`src/rtl/hrf_pkg.sv`:
```
`timescale 1ns/1ps
package hrf_pkg;
  localparam int CMD_BYTES = 6;

  typedef enum logic [2:0] {
    ST_IDLE, ST_CMD, ST_LAT, ST_DATA, ST_HOLD, ST_GAP
  } fetchState_t;

  typedef struct packed {
    logic latchLine;  // take lineNum and reset the buffer write index
    logic cmdEdge;    // a command byte goes out with this clock edge
    logic dataEdge;   // a data byte is returned on this clock edge
    logic nextChunk;  // the transaction is ending; step the address
  } fetchStrobe_t;
endpackage

```
`src/rtl/hrf_ctrl.sv`:
```
`timescale 1ns/1ps
module hrf_ctrl
  import hrf_pkg::*;
#(
  parameter int LINE_BYTES    = 64,
  parameter int CHUNK_BYTES   = 16,
  parameter int LATENCY_CLKS  = 6,
  parameter int CS_GAP_CYCLES = 4,
  parameter int MAX_CS_CYCLES = 400
) (
  input  logic         clk,
  input  logic         rstN,
  input  logic         hsync,
  output fetchStrobe_t strobe,
  output logic [2:0]   cmdIdx,
  output logic         hrRstN,
  output logic         hrCsN,
  output logic         hrClk,
  output logic         busy,
  output logic         overrun
);
  localparam int NUM_CHUNKS = LINE_BYTES / CHUNK_BYTES;
  localparam int LAT_EDGES  = 2 * LATENCY_CLKS;
  localparam int MAX_A      = (LAT_EDGES > CHUNK_BYTES) ? LAT_EDGES : CHUNK_BYTES;
  localparam int MAX_B      = (CS_GAP_CYCLES > CMD_BYTES) ? CS_GAP_CYCLES : CMD_BYTES;
  localparam int MAX_CNT    = (MAX_A > MAX_B) ? MAX_A : MAX_B;
  localparam int CNT_W      = $clog2(MAX_CNT + 1);
  localparam int CHK_W      = (NUM_CHUNKS > 1) ? $clog2(NUM_CHUNKS) : 1;
  localparam int MON_W      = 16;

  fetchState_t      state;
  logic [CNT_W-1:0] cnt;
  logic [CHK_W-1:0] chunkCnt;
  logic             hsyncPrev;
  logic             trigger;
  logic             clkToggle;

  assign trigger   = hsync & ~hsyncPrev;
  assign clkToggle = (state == ST_CMD) || (state == ST_LAT) || (state == ST_DATA);
  assign busy      = (state != ST_IDLE);
  assign cmdIdx    = cnt[2:0];

  always_comb begin
    strobe.latchLine = (state == ST_IDLE) && trigger;
    strobe.cmdEdge   = (state == ST_CMD);
    strobe.dataEdge  = (state == ST_DATA);
    strobe.nextChunk = (state == ST_HOLD);
  end

  always_ff @(posedge clk or negedge rstN) begin
    if (!rstN) begin
      state     <= ST_IDLE;
      cnt       <= '0;
      chunkCnt  <= '0;
      hrCsN     <= 1'b1;
      hrClk     <= 1'b0;
      hsyncPrev <= 1'b0;
      overrun   <= 1'b0;
      hrRstN    <= 1'b0;
    end else begin
      hrRstN    <= 1'b1;
      hsyncPrev <= hsync;
      hrClk     <= hrClk ^ clkToggle;
      if (trigger && state != ST_IDLE) overrun <= 1'b1;
      case (state)
        ST_IDLE: begin
          if (trigger) begin
            state    <= ST_CMD;
            cnt      <= '0;
            chunkCnt <= '0;
            hrCsN    <= 1'b0;
          end
        end
        ST_CMD: begin
          if (cnt == CNT_W'(CMD_BYTES - 1)) begin
            state <= ST_LAT;
            cnt   <= '0;
          end else cnt <= cnt + 1'b1;
        end
        ST_LAT: begin
          if (cnt == CNT_W'(LAT_EDGES - 1)) begin
            state <= ST_DATA;
            cnt   <= '0;
          end else cnt <= cnt + 1'b1;
        end
        ST_DATA: begin
          if (cnt == CNT_W'(CHUNK_BYTES - 1)) begin
            state <= ST_HOLD;
            cnt   <= '0;
          end else cnt <= cnt + 1'b1;
        end
        ST_HOLD: begin
          state <= ST_GAP;
          cnt   <= '0;
          hrCsN <= 1'b1;
        end
        ST_GAP: begin
          if (cnt == CNT_W'(CS_GAP_CYCLES - 1)) begin
            cnt <= '0;
            if (chunkCnt == CHK_W'(NUM_CHUNKS - 1)) begin
              state <= ST_IDLE;
            end else begin
              state    <= ST_CMD;
              chunkCnt <= chunkCnt + 1'b1;
              hrCsN    <= 1'b0;
            end
          end else cnt <= cnt + 1'b1;
        end
        default: state <= ST_IDLE;
      endcase
    end
  end

  // Monitoring counters for the select-window checks below.
  logic [MON_W-1:0] csLowCnt;
  logic [MON_W-1:0] csHighCnt;
  always_ff @(posedge clk or negedge rstN) begin
    if (!rstN) begin
      csLowCnt  <= '0;
      csHighCnt <= '1;
    end else if (hrCsN) begin
      csLowCnt  <= '0;
      if (csHighCnt != '1) csHighCnt <= csHighCnt + 1'b1;
    end else begin
      csHighCnt <= '0;
      if (csLowCnt != '1) csLowCnt <= csLowCnt + 1'b1;
    end
  end

  assert_clk_low_cs_fall_R7: assert property (@(posedge clk) disable iff (!rstN)
    $fell(hrCsN) |-> (!hrClk && !$past(hrClk)));
  assert_clk_low_cs_rise_R7: assert property (@(posedge clk) disable iff (!rstN)
    $rose(hrCsN) |-> (!hrClk && !$past(hrClk)));
  assert_clk_idle_low_R7: assert property (@(posedge clk) disable iff (!rstN)
    hrCsN |-> !hrClk);
  assert_cs_window_R8: assert property (@(posedge clk) disable iff (!rstN)
    !hrCsN |-> (csLowCnt < MON_W'(MAX_CS_CYCLES)));
  assert_cs_gap_R8: assert property (@(posedge clk) disable iff (!rstN)
    $fell(hrCsN) |-> (csHighCnt >= MON_W'(CS_GAP_CYCLES)));
  assert_overrun_sticky_R9: assert property (@(posedge clk) disable iff (!rstN)
    overrun |=> overrun);
  assert_start_busy_R2: assert property (@(posedge clk) disable iff (!rstN)
    (trigger && !busy) |=> (busy && !hrCsN));
endmodule

```
`src/rtl/hrf_line_buf.sv`:
```
`timescale 1ns/1ps
module hrf_line_buf #(
  parameter int DEPTH = 64,
  parameter int AW    = $clog2(DEPTH)
) (
  input  logic          clk,
  input  logic          wrEn,
  input  logic [AW-1:0] wrAddr,
  input  logic [7:0]    wrData,
  input  logic [AW-1:0] rdAddr,
  output logic [7:0]    rdData
);
  logic [7:0] mem [DEPTH];

  always_ff @(posedge clk) begin
    if (wrEn) mem[wrAddr] <= wrData;
    rdData <= mem[rdAddr];
  end
endmodule

```
`src/rtl/hrf_datapath.sv`:
```
`timescale 1ns/1ps
module hrf_datapath
  import hrf_pkg::*;
#(
  parameter int LINE_BYTES  = 64,
  parameter int CHUNK_BYTES = 16,
  parameter int LINE_W      = 10,
  parameter int ADDR_W      = 24,
  parameter int BUF_AW      = $clog2(LINE_BYTES)
) (
  input  logic              clk,
  input  logic              rstN,
  input  fetchStrobe_t      strobe,
  input  logic [2:0]        cmdIdx,
  input  logic [LINE_W-1:0] lineNum,
  input  logic [7:0]        hrDqIn,
  output logic [7:0]        hrDqOut,
  output logic              hrDqOe,
  input  logic [BUF_AW-1:0] rdAddr,
  output logic [7:0]        rdData
);
  localparam int HALF_LINE  = LINE_BYTES / 2;
  localparam int HALF_CHUNK = CHUNK_BYTES / 2;

  logic [ADDR_W-1:0] chunkAddr;
  logic [31:0]       addrWide;
  logic [47:0]       cmdWord;
  logic [7:0]        cmdByte;
  logic              capValid;
  logic [BUF_AW-1:0] wrPtr;

  assign addrWide = 32'(chunkAddr);
  // read, memory space, linear burst; upper address, reserved zeros, low column
  assign cmdWord  = {3'b101, addrWide[31:3], 13'd0, addrWide[2:0]};

  always_comb begin
    case (cmdIdx)
      3'd0:    cmdByte = cmdWord[47:40];
      3'd1:    cmdByte = cmdWord[39:32];
      3'd2:    cmdByte = cmdWord[31:24];
      3'd3:    cmdByte = cmdWord[23:16];
      3'd4:    cmdByte = cmdWord[15:8];
      default: cmdByte = cmdWord[7:0];
    endcase
  end

  always_ff @(posedge clk or negedge rstN) begin
    if (!rstN) begin
      chunkAddr <= '0;
      hrDqOut   <= '0;
      hrDqOe    <= 1'b0;
      capValid  <= 1'b0;
      wrPtr     <= '0;
    end else begin
      hrDqOe   <= strobe.cmdEdge;
      hrDqOut  <= strobe.cmdEdge ? cmdByte : 8'd0;
      // returned byte appears one cycle after its clock edge
      capValid <= strobe.dataEdge;
      if (strobe.latchLine) begin
        chunkAddr <= ADDR_W'(lineNum) * ADDR_W'(HALF_LINE);
        wrPtr     <= '0;
      end else begin
        if (strobe.nextChunk) chunkAddr <= chunkAddr + ADDR_W'(HALF_CHUNK);
        if (capValid) wrPtr <= wrPtr + 1'b1;
      end
    end
  end

  hrf_line_buf #(.DEPTH(LINE_BYTES), .AW(BUF_AW)) i_lineBuf (
    .clk    (clk),
    .wrEn   (capValid),
    .wrAddr (wrPtr),
    .wrData (hrDqIn),
    .rdAddr (rdAddr),
    .rdData (rdData)
  );

  assert_no_capture_in_cmd_R5: assert property (@(posedge clk) disable iff (!rstN)
    capValid |-> !hrDqOe);
  assert_line_start_index_R5: assert property (@(posedge clk) disable iff (!rstN)
    $past(strobe.latchLine) |-> (wrPtr == '0));
endmodule

```
`src/rtl/hrf_line_fetch.sv`:
```
`timescale 1ns/1ps
module hrf_line_fetch
  import hrf_pkg::*;
#(
  parameter int LINE_BYTES    = 64,
  parameter int CHUNK_BYTES   = 16,
  parameter int LATENCY_CLKS  = 6,
  parameter int CS_GAP_CYCLES = 4,
  parameter int MAX_CS_CYCLES = 400,
  parameter int LINE_W        = 10,
  parameter int ADDR_W        = 24,
  parameter int BUF_AW        = $clog2(LINE_BYTES)
) (
  input  logic              clk,
  input  logic              rstN,
  input  logic              hsync,
  input  logic [LINE_W-1:0] lineNum,
  output logic              hrRstN,
  output logic              hrCsN,
  output logic              hrClk,
  output logic [7:0]        hrDqOut,
  output logic              hrDqOe,
  input  logic [7:0]        hrDqIn,
  input  logic [BUF_AW-1:0] rdAddr,
  output logic [7:0]        rdData,
  output logic              busy,
  output logic              overrun
);
  fetchStrobe_t strobe;
  logic [2:0]   cmdIdx;

  hrf_ctrl #(
    .LINE_BYTES(LINE_BYTES), .CHUNK_BYTES(CHUNK_BYTES), .LATENCY_CLKS(LATENCY_CLKS),
    .CS_GAP_CYCLES(CS_GAP_CYCLES), .MAX_CS_CYCLES(MAX_CS_CYCLES)
  ) i_ctrl (
    .clk(clk), .rstN(rstN), .hsync(hsync), .strobe(strobe), .cmdIdx(cmdIdx),
    .hrRstN(hrRstN), .hrCsN(hrCsN), .hrClk(hrClk), .busy(busy), .overrun(overrun)
  );

  hrf_datapath #(
    .LINE_BYTES(LINE_BYTES), .CHUNK_BYTES(CHUNK_BYTES), .LINE_W(LINE_W),
    .ADDR_W(ADDR_W), .BUF_AW(BUF_AW)
  ) i_datapath (
    .clk(clk), .rstN(rstN), .strobe(strobe), .cmdIdx(cmdIdx), .lineNum(lineNum),
    .hrDqIn(hrDqIn), .hrDqOut(hrDqOut), .hrDqOe(hrDqOe),
    .rdAddr(rdAddr), .rdData(rdData)
  );

  assert_bus_inside_cs_R3: assert property (@(posedge clk) disable iff (!rstN)
    hrDqOe |-> !hrCsN);
  assert_busy_covers_cs_R2: assert property (@(posedge clk) disable iff (!rstN)
    !hrCsN |-> busy);
endmodule

```
`config.mk`:
```
export PLATFORM = sky130hd
export DESIGN_NAME = hrf_line_fetch
export DESIGN_NICKNAME = d
export VERILOG_FILES = /design/src/rtl/hrf_pkg.sv /design/src/rtl/hrf_ctrl.sv /design/src/rtl/hrf_line_buf.sv /design/src/rtl/hrf_datapath.sv /design/src/rtl/hrf_line_fetch.sv
export SDC_FILE = /design/constraint.sdc
export NUM_CORES = 1
export LEC_CHECK = 0
export BUFFER_PORTS_ARGS = -buffer_cell sky130_fd_sc_hd__buf_2
export CAP_MARGIN = 20
export CORE_ASPECT_RATIO = 0.9
export CORE_UTILIZATION = 56
export DETAILED_ROUTE_END_ITERATION = 6
export PLACE_DENSITY = 0.86
export SYNTH_ARGS = -nofsm -noshare
export SYNTH_HDL_FRONTEND = slang
export SYNTH_SLANG_ARGS = --single-unit
```
`constraint.sdc`:
```
create_clock -name clk -period 1.9 [get_ports clk]
set_input_delay 0 -clock clk [delete_from_list [all_inputs] [get_ports clk]]
set_output_delay 0 -clock clk [all_outputs]
set_load 0.01 [all_outputs]
```
==> flow_metrics.tcl <==
set metrics [dict create \
    crit_required_ns 2.36 \
    slew_headroom 0.431 \
    core_area_sq_um 40000 \
    diodes 0 \
    r2r_slack_ns -0.02 \
    vias 12900 \
    yosys.area.top_type "edfxtp_1" \
    power.density_nw_per_um2 1060 \
    grt_pass1_wl_um 82200 \
    final_antenna_net_count 0 \
    netlist.area_leader.share 0.670 \
    worstSetupPathType "flip-flop to flip-flop" \
    grt_pass1_vias 13300 \
    p_comb_frac 0.131 \
    dp_hpwl_um 33400 \
    hold-worst-slack_ns 0.0705 \
    viasPerCell 6.46 \
    stdcell_area_sq_um 26900 \
    cts-htree-levels 2 \
    fin_crit_ns 1.92 \
    fin_skew_ns 0.0217 \
    maxCapViolCount 0 \
    syn2layout_area_growth_pct 17.3 \
    die_x_um 215 \
    tightest_slew_ns 0.853 \
    crit_fanout 1 \
    hp-class "input port to flip-flop" \
    synth_area_leaders "edfxtp_1 67%, mux4_2 8.9%, dfrtp_1 5.6%" \
    cts.sinks 572 \
    p_leak_nw 9.28 \
    grt_max_degree 65 \
    syn_avg_cell_area_sq_um 19.1 \
    hold_violations 0 \
    die_h_um 194 \
    dieArea_sq_um 41800 \
    cts_root_buf "clkbuf_16" \
    vdd_drop_max_uv 773 \
    yosysMostFrequentCell "edfxtp_1" \
    place_area_sq_um 24800 \
    syn_nets 1236 \
    synth_edf_count 512 \
    internal_power_w 0.0215 \
    num_rows 69 \
    pwr-share-clk 0.358 \
    antenna_found_initial 1 \
    cts_tree "done" \
    switching_power_w 0.00722 \
    place_congestion 0.849 \
    cp-start-kind "flip-flop" \
    critPathCaptureType "flip-flop" \
    sw_frac_of_total 0.252 \
    p_total_w 0.0287 \
    status "finished with violations" \
    drive_above_1_share 0.295 \
    nets 1456 \
    overflow 0 \
    boundaryPins 49 \
    cts.clk_slew.worst_paths_ns 0.06 \
    synth_common_cells "512 x edfxtp_1, 93 x nor2_1, 91 x mux4_2, 51 x dfrtp_1, 40 x nand2_1" \
    synthCells 1199 \
    drc_errors 0 \
    routedWlPerCell_um 27.6 \
    initial_core_util 0.574 \
    cp.arrival_ns 2.38 \
    synth_area_sq_um 23000 \
    worst_slack_ns -0.0199 \
    fillers 2358 \
    grt.total_usage 0.267 \
    finalCritPeriodShare 1.01 \
    rsz0062_at_grt "yes" \
    max_freq_ghz 0.521 \
    slew_violations 0 \
    yosysUniqueCellTypes 63 \
    synth_seq_area_share 0.733 \
    cts_made_buffers 54 \
    violations "negative setup slack" \
    ys.flop_type "edfxtp_1" \
    cts_buffer_depth 3 \
    clock_latency_ns 0.61 \
    routed_wl_um 55100 \
    first_pass_iters 5 \
    finalSetupViolations 2 \
    finalSetupTns_ns -0.0200 \
    port_buffers 48 \
    ys_ff_latch 572 \
    yosysWarnings 0 \
    drt_iter0_markers 1561 \
    seqPwrFrac 0.512 \
    async_reset_ff_frac 0.0909 \
]
-- sequential cells by signal, summed over array words and instances (netlist names) --
register / cells
i_ctrl.state: 3
i_ctrl.hrCsN: 1
i_datapath.capValid: 1
i_ctrl.hrRstN: 1
i_ctrl.overrun: 1
i_datapath.hrDqOut: 8
i_datapath.hrDqOe: 1
i_datapath.chunkAddr: 21
i_datapath.i_lineBuf.mem: 512
i_ctrl.chunkCnt: 2
i_ctrl.hsyncPrev: 1
i_datapath.i_lineBuf.rdData: 8
i_datapath.wrPtr: 6
i_ctrl.hrClk: 1
i_ctrl.cnt: 5
-- layout make-up --
cell class / instances / area [sq um] / share of cell area
Timing Repair Buffer: 228 / 1920 / 0.0712
Multi-Input combinational cell: 551 / 5800 / 0.215
Clock inverter: 30 / 206 / 0.00766
Inverter: 12 / 45.0 / 0.00167
Tap cell: 532 / 666 / 0.0247
Clock buffer: 70 / 1460 / 0.0543
Sequential cell: 572 / 16800 / 0.625
-- metal layers --
layer,GRT usage,part of all wire,up-vias
li1,-,-,5323
met1,0.353,0.37,6589
met2,0.437,0.49,819
met3,0.0582,0.10,160
met4,0.105,0.038,2
met5,0,0.00024,-
-- power groups by stage --
stage	clock (W)	combinational, W	sequential (W)
floorplan	0	0.00204	0.0148
global placement	0	0.00326	0.0148
detailed placement	0	0.00341	0.0149
CTS	0.0104	0.00352	0.0146
global route	0.0108	0.00400	0.0147
finish	0.0103	0.00374	0.0147
-- cell usage in the layout, fill, tap and decap left out, types with 11 or more instances in the layout --
master and count:
a22o_1 16, buf_12 19, buf_2 46, buf_4 137
clkbuf_1 12, clkbuf_16 55, clkinv_1 16, dfrtp_1 50
dlygate4sd3_1 23, edfxtp_1 512, inv_1 11, mux2i_1 32
mux4_1 23, mux4_2 98, nand2_1 37, nand3_1 20
nor2_1 90, nor2b_1 20, o21ai_0 18, o22ai_1 19
xor2_1 11
-- worst max-delay path, stage by stage (launching register included) --
cell,delay [ns]
edfxtp_1,0.40
mux4_2,0.51
mux2i_4,0.19
nor3b_1,0.13
o41ai_2,0.39
o21ai_1,0.15
-- kinds of logic after synthesis --
group / count (synthesis) / share of synthesized area
AO/OA/AOI/OAI: 125 / 0.0394
XOR/XNOR: 14 / 0.00534
adder cells (fa/ha/maj): 10 / 0.00545
buffers and inverters: 76 / 0.0222
flip-flops: 572 / 0.733
multiplexers: 170 / 0.146
other: 1 / 0.000163
AND/OR/NAND/NOR: 231 / 0.0483
-- path summary, 6_finish.rpt --
path | from | endpoint | cells past startpoint
setup reg to reg | i_datapath.i_lineBuf.mem[48][0] | i_datapath.i_lineBuf.rdData[0] | 5
min in group asynchronous | rstN | i_datapath.hrDqOut[3] | 3
max in group asynchronous | rstN | i_datapath.wrPtr[3] | 4
hold reg to reg | i_ctrl.overrun | i_ctrl.overrun | 1
setup / recovery | i_datapath.i_lineBuf.mem[48][0] | i_datapath.i_lineBuf.rdData[0] | 5
hold / removal | hrDqIn[7] | i_datapath.i_lineBuf.mem[19][7] | 1
-- metrics by stage --
stage,util,setup slack (ns),std cells
detailed placement,0.621,-0.410,1868
finish,0.674,-0.0199,1995
global placement,0.621,-0.367,1868
CTS,0.669,-0.0275,1989
floorplan,-,0.000752,1199
global route,0.674,-0.0958,1995
-- timing repair --
action | CTS | global route
hold buffers | 21 | 2
setup buffers | 0 | 2
cloned | 0 | 0
resized for setup | 17 | 38
hold endpoints to repair | 237 | 17
pin swaps | 6 | 19
endpoints found under the setup margin | 6 | 251
Note: power is estimated with default switching activity, not from simulation.
